File: src/rtl/bgs_pkg.sv
// Shared types for the buck gate drive sequencer.
// Assumes: consumers import the package; no state lives here.
package bgs_pkg;

    // Which switch the sequencer wants on in a given position; one value only,
    // so the two enables can never be requested together.
    typedef enum logic [1:0] {
        DRV_OFF  = 2'd0,
        DRV_HIGH = 2'd1,
        DRV_LOW  = 2'd2
    } drive_e;

    // Per-period operating mode captured at the period wrap.
    typedef struct packed {
        logic light;    // diode emulation selected for this period
        logic full;     // command asks for full conduction
        logic refresh;  // this period is a bootstrap refresh slot
    } period_mode_t;

endpackage

File: src/rtl/bgs_period_timer.sv
// Free-running switching period counter.
// Counts 0 .. PERIOD_CLKS-1 and flags the last position so that period-wide
// state can be captured on that edge. Assumes PERIOD_CLKS >= 2.
module bgs_period_timer #(
    parameter int PERIOD_CLKS = 333,
    parameter int POS_W       = $clog2(PERIOD_CLKS)
) (
    input  logic             clk,
    input  logic             rst_n,
    output logic [POS_W-1:0] pos_o,
    output logic             wrap_o
);

    localparam logic [POS_W-1:0] LAST_POS = POS_W'(PERIOD_CLKS - 1);

    logic [POS_W-1:0] pos_q;

    assign wrap_o = (pos_q == LAST_POS);
    assign pos_o  = pos_q;

    // Advance the position, returning to zero after the last one.
    always_ff @(posedge clk) begin
        if (!rst_n) begin
            pos_q <= '0;
        end else if (wrap_o) begin
            pos_q <= '0;
        end else begin
            pos_q <= pos_q + 1'b1;
        end
    end

endmodule

File: src/rtl/bgs_boot_monitor.sv
// Bootstrap supply watchdog for full-conduction operation.
// Counts consecutive full periods in which the bootstrap-low flag was set on
// every cycle, and asks for a refresh slot once the count passes BOOT_PERIODS.
// Assumes wrap_i is high for exactly one cycle per period.
module bgs_boot_monitor #(
    parameter int BOOT_PERIODS = 3
) (
    input  logic clk,
    input  logic rst_n,
    input  logic wrap_i,
    input  logic boot_low_i,
    input  logic cur_full_i,
    input  logic next_full_i,
    output logic refresh_next_o
);

    localparam int CNT_W = $clog2(BOOT_PERIODS + 2);
    localparam logic [CNT_W-1:0] LIMIT = CNT_W'(BOOT_PERIODS);

    logic             held_q;
    logic [CNT_W-1:0] cnt_q;
    logic [CNT_W-1:0] cnt_nx;

    // Count the ending period only if it was a plain full period with the flag held.
    always_comb begin
        cnt_nx         = (cur_full_i && held_q && boot_low_i) ? (cnt_q + 1'b1) : '0;
        refresh_next_o = next_full_i && (cnt_nx > LIMIT);
    end

    // Track whether the flag stayed high and update the period count at wrap.
    always_ff @(posedge clk) begin
        if (!rst_n) begin
            held_q <= 1'b1;
            cnt_q  <= '0;
        end else if (wrap_i) begin
            held_q <= 1'b1;
            cnt_q  <= (refresh_next_o || !next_full_i) ? '0 : cnt_nx;
        end else if (!boot_low_i) begin
            held_q <= 1'b0;
        end
    end

endmodule

File: src/rtl/bgs_period_latch.sv
// Once-per-period capture of the command word and mode flag.
// Inputs are sampled only on the wrap edge, so mid-period changes wait for
// the next period. Reset loads a zero command in synchronous mode.
module bgs_period_latch
    import bgs_pkg::*;
#(
    parameter int PERIOD_CLKS = 333,
    parameter int DUTY_W      = 9
) (
    input  logic              clk,
    input  logic              rst_n,
    input  logic              wrap_i,
    input  logic [DUTY_W-1:0] duty_i,
    input  logic              light_i,
    input  logic              refresh_next_i,
    output logic [DUTY_W-1:0] duty_o,
    output period_mode_t      mode_o,
    output logic              next_full_o,
    output logic              cur_full_o
);

    localparam int CW = ((DUTY_W > $clog2(PERIOD_CLKS)) ? DUTY_W : $clog2(PERIOD_CLKS)) + 1;
    localparam logic [CW-1:0] FULL_AT = CW'(PERIOD_CLKS);

    logic [DUTY_W-1:0] duty_q;
    period_mode_t      mode_q;

    // A command at or above the period length is the full-conduction request.
    assign next_full_o = (CW'(duty_i) >= FULL_AT);
    assign cur_full_o  = mode_q.full && !mode_q.refresh;
    assign duty_o      = duty_q;
    assign mode_o      = mode_q;

    // Capture the next period's settings on the wrap edge.
    always_ff @(posedge clk) begin
        if (!rst_n) begin
            duty_q <= '0;
            mode_q <= '0;
        end else if (wrap_i) begin
            duty_q         <= duty_i;
            mode_q.light   <= light_i;
            mode_q.full    <= next_full_o;
            mode_q.refresh <= refresh_next_i;
        end
    end

endmodule

File: src/rtl/bgs_phase_gen.sv
// Per-position switch decision and registered gate enables.
// From the period position and the captured settings it picks one drive
// state (upper on, lower on, or both off) and registers it onto the outputs.
// Assumes 2*DEAD_CLKS+PULSE_CLKS < PERIOD_CLKS.
module bgs_phase_gen
    import bgs_pkg::*;
#(
    parameter int PERIOD_CLKS = 333,
    parameter int DEAD_CLKS   = 3,
    parameter int PULSE_CLKS  = 8,
    parameter int DUTY_W      = 9,
    parameter int POS_W       = $clog2(PERIOD_CLKS)
) (
    input  logic              clk,
    input  logic              rst_n,
    input  logic [POS_W-1:0]  pos_i,
    input  logic [DUTY_W-1:0] duty_i,
    input  period_mode_t      mode_i,
    output logic              hs_en_o,
    output logic              ls_en_o,
    output logic              dcm_mode_o
);

    localparam int CW = ((DUTY_W > POS_W) ? DUTY_W : POS_W) + 2;
    localparam logic [CW-1:0] K_DEAD     = CW'(DEAD_CLKS);
    localparam logic [CW-1:0] K_PULSE    = CW'(PULSE_CLKS);
    localparam logic [CW-1:0] K_TAIL     = CW'(PERIOD_CLKS - DEAD_CLKS);
    localparam logic [CW-1:0] K_RF_LSEND = CW'(DEAD_CLKS + PULSE_CLKS);
    localparam logic [CW-1:0] K_RF_HSON  = CW'(2 * DEAD_CLKS + PULSE_CLKS);

    logic [CW-1:0] p_ext;
    logic [CW-1:0] d_ext;
    logic [CW-1:0] ls_start;
    logic [CW-1:0] pulse_end;
    logic [CW-1:0] ls_end;
    drive_e        want;
    logic          hs_q;
    logic          ls_q;
    logic          dcm_q;

    // Window edges for the lower switch in this period.
    always_comb begin
        p_ext     = CW'(pos_i);
        d_ext     = CW'(duty_i);
        ls_start  = d_ext + K_DEAD;
        pulse_end = ls_start + K_PULSE;
        if (mode_i.light) begin
            ls_end = (pulse_end < K_TAIL) ? pulse_end : K_TAIL;
        end else begin
            ls_end = K_TAIL;
        end
    end

    // Choose exactly one drive state for the current position.
    always_comb begin
        if (mode_i.refresh) begin
            if (p_ext < K_DEAD) begin
                want = DRV_OFF;
            end else if (p_ext < K_RF_LSEND) begin
                want = DRV_LOW;
            end else if (p_ext < K_RF_HSON) begin
                want = DRV_OFF;
            end else begin
                want = DRV_HIGH;
            end
        end else if (mode_i.full) begin
            want = DRV_HIGH;
        end else if (p_ext < d_ext) begin
            want = DRV_HIGH;
        end else if ((p_ext >= ls_start) && (p_ext < ls_end)) begin
            want = DRV_LOW;
        end else begin
            want = DRV_OFF;
        end
    end

    // Register the enables and the mode status so they change together.
    always_ff @(posedge clk) begin
        if (!rst_n) begin
            hs_q  <= 1'b0;
            ls_q  <= 1'b0;
            dcm_q <= 1'b0;
        end else begin
            hs_q  <= (want == DRV_HIGH);
            ls_q  <= (want == DRV_LOW);
            dcm_q <= mode_i.light;
        end
    end

    assign hs_en_o    = hs_q;
    assign ls_en_o    = ls_q;
    assign dcm_mode_o = dcm_q;

endmodule

File: src/rtl/buck_gate_seq.sv
// Buck converter gate drive sequencer, top level.
// Wires the period timer, the per-period capture, the bootstrap watchdog and
// the phase generator. Assumes one clock domain and that the inputs are
// already synchronous to clk.
module buck_gate_seq
    import bgs_pkg::*;
#(
    parameter int PERIOD_CLKS  = 333,
    parameter int DEAD_CLKS    = 3,
    parameter int PULSE_CLKS   = 8,
    parameter int BOOT_PERIODS = 3,
    parameter int DUTY_W       = 9
) (
    input  logic              clk,
    input  logic              rst_n,
    input  logic [DUTY_W-1:0] duty_i,
    input  logic              below_thresh_i,
    input  logic              boot_low_i,
    output logic              hs_en_o,
    output logic              ls_en_o,
    output logic              dcm_mode_o
);

    localparam int POS_W = $clog2(PERIOD_CLKS);

    logic [POS_W-1:0]  period_pos;
    logic              period_wrap;
    logic [DUTY_W-1:0] cap_duty;
    period_mode_t      cap_mode;
    logic              next_full;
    logic              cur_full;
    logic              refresh_next;

    bgs_period_timer #(
        .PERIOD_CLKS(PERIOD_CLKS),
        .POS_W      (POS_W)
    ) u_timer (
        .clk   (clk),
        .rst_n (rst_n),
        .pos_o (period_pos),
        .wrap_o(period_wrap)
    );

    bgs_period_latch #(
        .PERIOD_CLKS(PERIOD_CLKS),
        .DUTY_W     (DUTY_W)
    ) u_latch (
        .clk           (clk),
        .rst_n         (rst_n),
        .wrap_i        (period_wrap),
        .duty_i        (duty_i),
        .light_i       (below_thresh_i),
        .refresh_next_i(refresh_next),
        .duty_o        (cap_duty),
        .mode_o        (cap_mode),
        .next_full_o   (next_full),
        .cur_full_o    (cur_full)
    );

    bgs_boot_monitor #(
        .BOOT_PERIODS(BOOT_PERIODS)
    ) u_boot (
        .clk           (clk),
        .rst_n         (rst_n),
        .wrap_i        (period_wrap),
        .boot_low_i    (boot_low_i),
        .cur_full_i    (cur_full),
        .next_full_i   (next_full),
        .refresh_next_o(refresh_next)
    );

    bgs_phase_gen #(
        .PERIOD_CLKS(PERIOD_CLKS),
        .DEAD_CLKS  (DEAD_CLKS),
        .PULSE_CLKS (PULSE_CLKS),
        .DUTY_W     (DUTY_W),
        .POS_W      (POS_W)
    ) u_phase (
        .clk       (clk),
        .rst_n     (rst_n),
        .pos_i     (period_pos),
        .duty_i    (cap_duty),
        .mode_i    (cap_mode),
        .hs_en_o   (hs_en_o),
        .ls_en_o   (ls_en_o),
        .dcm_mode_o(dcm_mode_o)
    );

endmodule

File: config.mk
export PLATFORM = sky130hd
export DESIGN_NAME = buck_gate_seq
export DESIGN_NICKNAME = d
export VERILOG_FILES = /design/src/rtl/bgs_pkg.sv /design/src/rtl/bgs_period_timer.sv /design/src/rtl/bgs_boot_monitor.sv /design/src/rtl/bgs_period_latch.sv /design/src/rtl/bgs_phase_gen.sv /design/src/rtl/buck_gate_seq.sv
export SDC_FILE = /design/constraint.sdc
export NUM_CORES = 1
export LEC_CHECK = 0
export BUFFER_PORTS_ARGS = -buffer_cell sky130_fd_sc_hd__buf_4
export CORE_MARGIN = 2
export CORE_UTILIZATION = 50
export CTS_CLUSTER_SIZE = 10
export DETAILED_ROUTE_END_ITERATION = 16
export PLACE_DENSITY = 0.68
export SLEW_MARGIN = 15
export SYNTH_ARGS = -nofsm -noshare
export SYNTH_HDL_FRONTEND = slang
export SYNTH_SLANG_ARGS = --single-unit
export TNS_END_PERCENT = 30
File: constraint.sdc
create_clock -name clk -period 5.5 [get_ports clk]
set_clock_uncertainty 0.15 [all_clocks]
set_input_delay 0.275 -clock clk [delete_from_list [all_inputs] [get_ports clk]]
set_output_delay 0.275 -clock clk [all_outputs]
set_load 0.01 [all_outputs]
Word level (Yosys, flattened, before mapping)
Cells that the tools add are included.

Flip-flop bits (word level): 28. Input bits: 13. Output and inout port bits: 3.

Add/sub/neg operators: 4. $lt $le $gt $ge: 9. Eq/ne operators: 3. Mux-type cells: 11. Bitwise operators: 1. Reductions and logical operators: 9.

Operators by type and width (count): $mux 11 (2); $lt 9x4->1 const B (2); $mux 2 (6); $add 11x4->11 const B (1); $ge 9x11->1 (1); $lt 11x9->1 const B (1); $lt 9x11->1 (1); $add 9x2->10 const B (1); $add 9x1->9 const B (1); $eq 9x9->1 const B (1); $ge 9x9->1 const B (1); $lt 9x2->1 const B (1); $lt 9x9->1 (1); $mux 3 (2); $logic_and 1x1->1 (5); $add 3x1->3 const B (1); $gt 3x2->1 const B (1); $eq 2x1->1 const B (1); $eq 2x2->1 const B (1); $logic_not 1->1 (2); $reduce_or 2->1 (1); $logic_or 1x1->1 (1); $mux 1 (1); $not 1->1 (1).

Logic depth before layout (Yosys ltp)
Word-level depth: 12. Gate-level depth with buffers: 24. Gate-level depth less buffers: 22.

Hierarchy
A second synthesis with hierarchy kept.

Cells, all modules: 272. Area, all modules: 2354.8 µm².

By module, submodules not included: bgs_phase_gen (instances 1, cells an instance 159, area an instance 1236.2 µm²); bgs_period_latch (instances 1, cells an instance 44, area an instance 503.0 µm²); bgs_period_timer (instances 1, cells an instance 52, area an instance 439.2 µm²); bgs_boot_monitor (instances 1, cells an instance 17, area an instance 176.4 µm²).

Worst setup path before layout
No wires, ideal clock.

Kind: reg-to-reg. Start point: register u_latch.duty_q[0], in the netlist u_latch.duty_o[0]. End point: register u_phase.ls_q, in the netlist u_phase.ls_en_o. Setup time: 120 ps. Arrival: 3598 ps. Required time: 5230 ps. Slack: 1632 ps. Cell stages (with the launch flop): 20. Buffers on the path: 2. Cell sequence: dfxtp_1 -> buf_6 -> inv_1 -> ha_1 -> nor2b_4 -> nand2_1 -> xnor2_1 -> ha_1 -> nor2_1 -> a31oi_1 -> nor4_1 -> a2111o_1 -> and3_1 -> buf_6 -> and2_1 -> ha_1 -> nand4_1 -> or4_1 -> a41oi_1 -> nor3_1.

Word-level cells in the longest chain between the ends: 12. Elaborated cells on any way between the ends: 14. Classes of those cells: 2 x add/sub; 4 x order compare; 1 x eq/ne; 6 x mux; 1 x reduce/logical.

Ends and longest elaborated chain: start: declaration (line bgs_period_latch.sv:25) `logic [DUTY_W-1:0] duty_q;`; start signal: assignment (line bgs_period_latch.sv:40) `duty_q <= duty_i;`; $add 9x2->10 (line bgs_phase_gen.sv:45) `ls_start = d_ext + K_DEAD;`; $add 11x4->11 (line bgs_phase_gen.sv:46) `pulse_end = ls_start + K_PULSE;`; $lt 11x9->1 (line bgs_phase_gen.sv:48) `ls_end = (pulse_end < K_TAIL) ? pulse_end : K_TAIL;`; $mux 11 (line bgs_phase_gen.sv:48); $mux 11 (line bgs_phase_gen.sv:47) `if (mode_i.light) begin`; $lt 9x11->1 (line bgs_phase_gen.sv:70) `end else if ((p_ext >= ls_start) && (p_ext < ls_end)) begin`; $logic_and 1x1->1 (line bgs_phase_gen.sv:70); $mux 2 (line bgs_phase_gen.sv:70); $mux 2 (*) (line bgs_phase_gen.sv:68) `end else if (p_ext < d_ext) begin`; $mux 2 (*) (line bgs_phase_gen.sv:66) `end else if (mode_i.full) begin`; $mux 2 (*) (line bgs_phase_gen.sv:56) `if (mode_i.refresh) begin`; $eq 2x2->1 (*) (line bgs_phase_gen.sv:85) `ls_q <= (want == DRV_LOW);`; end signal: assignment (line bgs_phase_gen.sv:85); end: declaration (line bgs_phase_gen.sv:38) `logic ls_q;`.

Mark *: on every way between the ends. The rest lies on a longest branch, timed or not. A chain may end at the register's enable or synchronous reset.

Worst setup path in the final report
Ends and elaborated chain as after synthesis.

==> flow_summary.ini <==
[clock_network]
cts_buffers = 3
post_cts_buffers = 0
cts_buffer_depth = 2
htree_levels = 1
holdBufCountCts = 0
cts_resized = 0
clock_latency_ns = 0.28
root_buffer = clkbuf_8
clock_sinks = 28
cts_tree = done
clk_pin_slew_worst_paths_ns = 0.10

[floorplanning]
rows = 24
fp.dieArea_um2 = 5150
die_w_um = 71.7
die_h_um = 71.7
io_pins = 16
core_region_area_um2 = 4380
start_util = 0.523

[yosys]
avgSynthCellArea_um2 = 8.56
synth_ff_type = dfxtp_1
synth_area_um2 = 2290
ys.warnings.count = 0
ys_ff_latch = 28
seq_area_frac_synth = 0.244
syn-num-nets = 312
synth_top_area_frac = 0.244
syn_inst = 268
synth_edf_count = 0
synth_area_leaders = dfxtp_1 24%, ha_1 17%, mux2i_1 4.4%
synth_cell_type_count = 53
async_reset_ff_frac = 0
yosysTopAreaCell = dfxtp_1

[placed_design]
port_buffers = 15
dpl-instance-area_um2 = 2390
gp_routability_congestion = 0.952
hpwl_um = 3810

[worst_setup_path]
cp.arrival_ns = 4.31
slowest_delay_ns = 0.58
startpoint_type = flip-flop
path_class = flip-flop to flip-flop
crit_slowest_cell = dfxtp_1
crit_path_end_kind = flip-flop
critPathMaxFanout = 12
cpMostUsedCell = ha_1
path_buf_inv = 1
required_ns = 5.53
cp_top_family = simple AND/OR/NAND/NOR gates
crit_chain = inv_1 -> ha_1 -> nor2b_4 -> nand2_1 -> xnor2_1 -> ha_1 -> nor2_1 -> a31oi_1 -> nor4_1 -> a2111o_1 -> and3_1 -> and2_1 -> ha_1 -> nand4_1 -> or4_1 -> a41oi_1 -> nor3_1

[global_route]
antenna_found_initial = 0
grt_pass1_vias = 1736
grt_pass1_wl_um = 8500
grtUsageTotal = 0.208
grt_max_degree = 21
grt_overflow = 0

[route]
vias = 1907
drt_wl_total_um = 5000
wl_met1_um = 2540
final_antenna_net_count = 0
drc = 0
avgRoutedWirePerCell_um = 15.3
wl_met2_um = 2190
drtIter0Drc = 104
top_layer_used = met4
vias_per_cell = 5.83
wl_met3_um = 214
dr.pass1.iters = 4

[power]
p_leak_nw = 1.07
peakVddDrop_v = 0.000207
finalPower_w = 0.000416
powerDensity_nw_per_um2 = 169

[sta]
clock.fmax_mhz = 234
setup_viol = 0
fin_crit_ns = 4.28
tns_ns = 0
fin_crit_sh = 0.778
slew_headroom = 0.429
worst_slew_pin_slew_ns = 0.857
rsz0062_at_grt = no
final_max_slew_viol_count = 0
hold_viol = 0

[run]
cap_violations = 0

[finish]
postLayoutCoreUtil = 0.563
drive_above_1_share = 0.0982
most-common-layout-cells = 31 x ha_1, 28 x dfxtp_1, 21 x nand2_1, 19 x nor2_1
fin_area_um2 = 2470
diodes = 0
final_common_cell = ha_1
area.growth.synth_to_final_pct = 7.47
num-nets-final = 320
fill_cells = 404

[outcome]
status = completed

[worst_hold_path]
hold_path.class = input port to flip-flop
## final timing paths
| path | startpoint | end | slack [ns] | cells past startpoint |
|---|---|---|---|---|
| hold reg to reg | u_boot.cnt_q[1] | u_boot.cnt_q[1] | 0.33 | 2 |
| setup reg to reg | u_latch.duty_o[0] | u_phase.ls_en_o | 1.22 | 17 |
| setup / recovery | u_latch.duty_o[0] | u_phase.ls_en_o | 1.22 | 17 |
| hold / removal | boot_low_i | u_boot.held_q | 0.05 | 2 |
## metrics by stage
step / hold WS (ns) / instances / worst slack [ns]
after floorplan: 0.240 / 268 / 1.63
after global routing: 0.0433 / 327 / 0.902
after global placement: 0.292 / 323 / 1.36
after CTS: 0.0464 / 327 / 1.22
after detailed placement: 0.300 / 323 / 1.25
final: 0.0493 / 327 / 1.22
## power breakdown
| group | switching (W) | total (W) | internal [W] |
|---|---|---|---|
| combinational | 0.0000175 | 0.0000381 | 0.0000206 |
| sequential | 0.00000724 | 0.000213 | 0.000206 |
| clock | 0.0000669 | 0.000165 | 0.0000976 |
| total | 0.0000916 | 0.000416 | 0.000324 |
## cells by family (layout without fill, tap and decap cells)
kind of cell	count (synthesis)	in the layout	synth area share
AOI/OAI and AO/OA	52	52	0.165
adders and majority gates	32	32	0.173
and+or+nand+nor	102	102	0.247
DFF	28	28	0.244
xor gates and xnor gates	17	17	0.0682
muxes	10	10	0.0436
buffers and inverters	27	34	0.0583
## synth_stat cells (all sizes together) (2+ instances only)
cell type  instances
a2111oi            2
ha                31
o21ai             11
nand2b             3
and3               5
o211ai             5
nand3              3
nand4b             2
dfxtp             28
xnor2              8
xor2               9
o2111a             2
or4                3
nand2             21
and2               9
a21oi              7
a211oi             2
nor4               5
clkbuf             6
a31oi              3
nor2              19
a21o               4
nor3               5
inv               15
a21boi             3
mux2i             10
o21a               4
a41oi              2
or3                3
nand4              6
nor2b             15
buf                6
## registers in the layout, indices dropped and copies added (netlist names)
register	count
u_boot.cnt_q	3
u_phase.hs_en_o	1
u_phase.dcm_mode_o	1
u_latch.mode_o	3
u_boot.held_q	1
u_timer.pos_o	9
u_latch.duty_o	9
u_phase.ls_en_o	1
## layout make-up
type | count | area [um2] | area share
multi-input cells | 213 | 1600 | 0.649
well taps | 52 | 65.1 | 0.0264
clock buffers | 3 | 41.3 | 0.0167
inverters | 15 | 56.3 | 0.0228
flip-flops and latches | 28 | 561 | 0.227
repair buffers | 15 | 113 | 0.0457
clock inverters | 1 | 30.0 | 0.0122
## layer usage
metal  vias to the layer above  global-route usage
li1                        974                   -
met1                       878               0.306
met2                        51               0.322
met3                         4              0.0239
met4                         0              0.0566
met5                         -                   0
No activity file was read; power rests on OpenSTA's default activity.
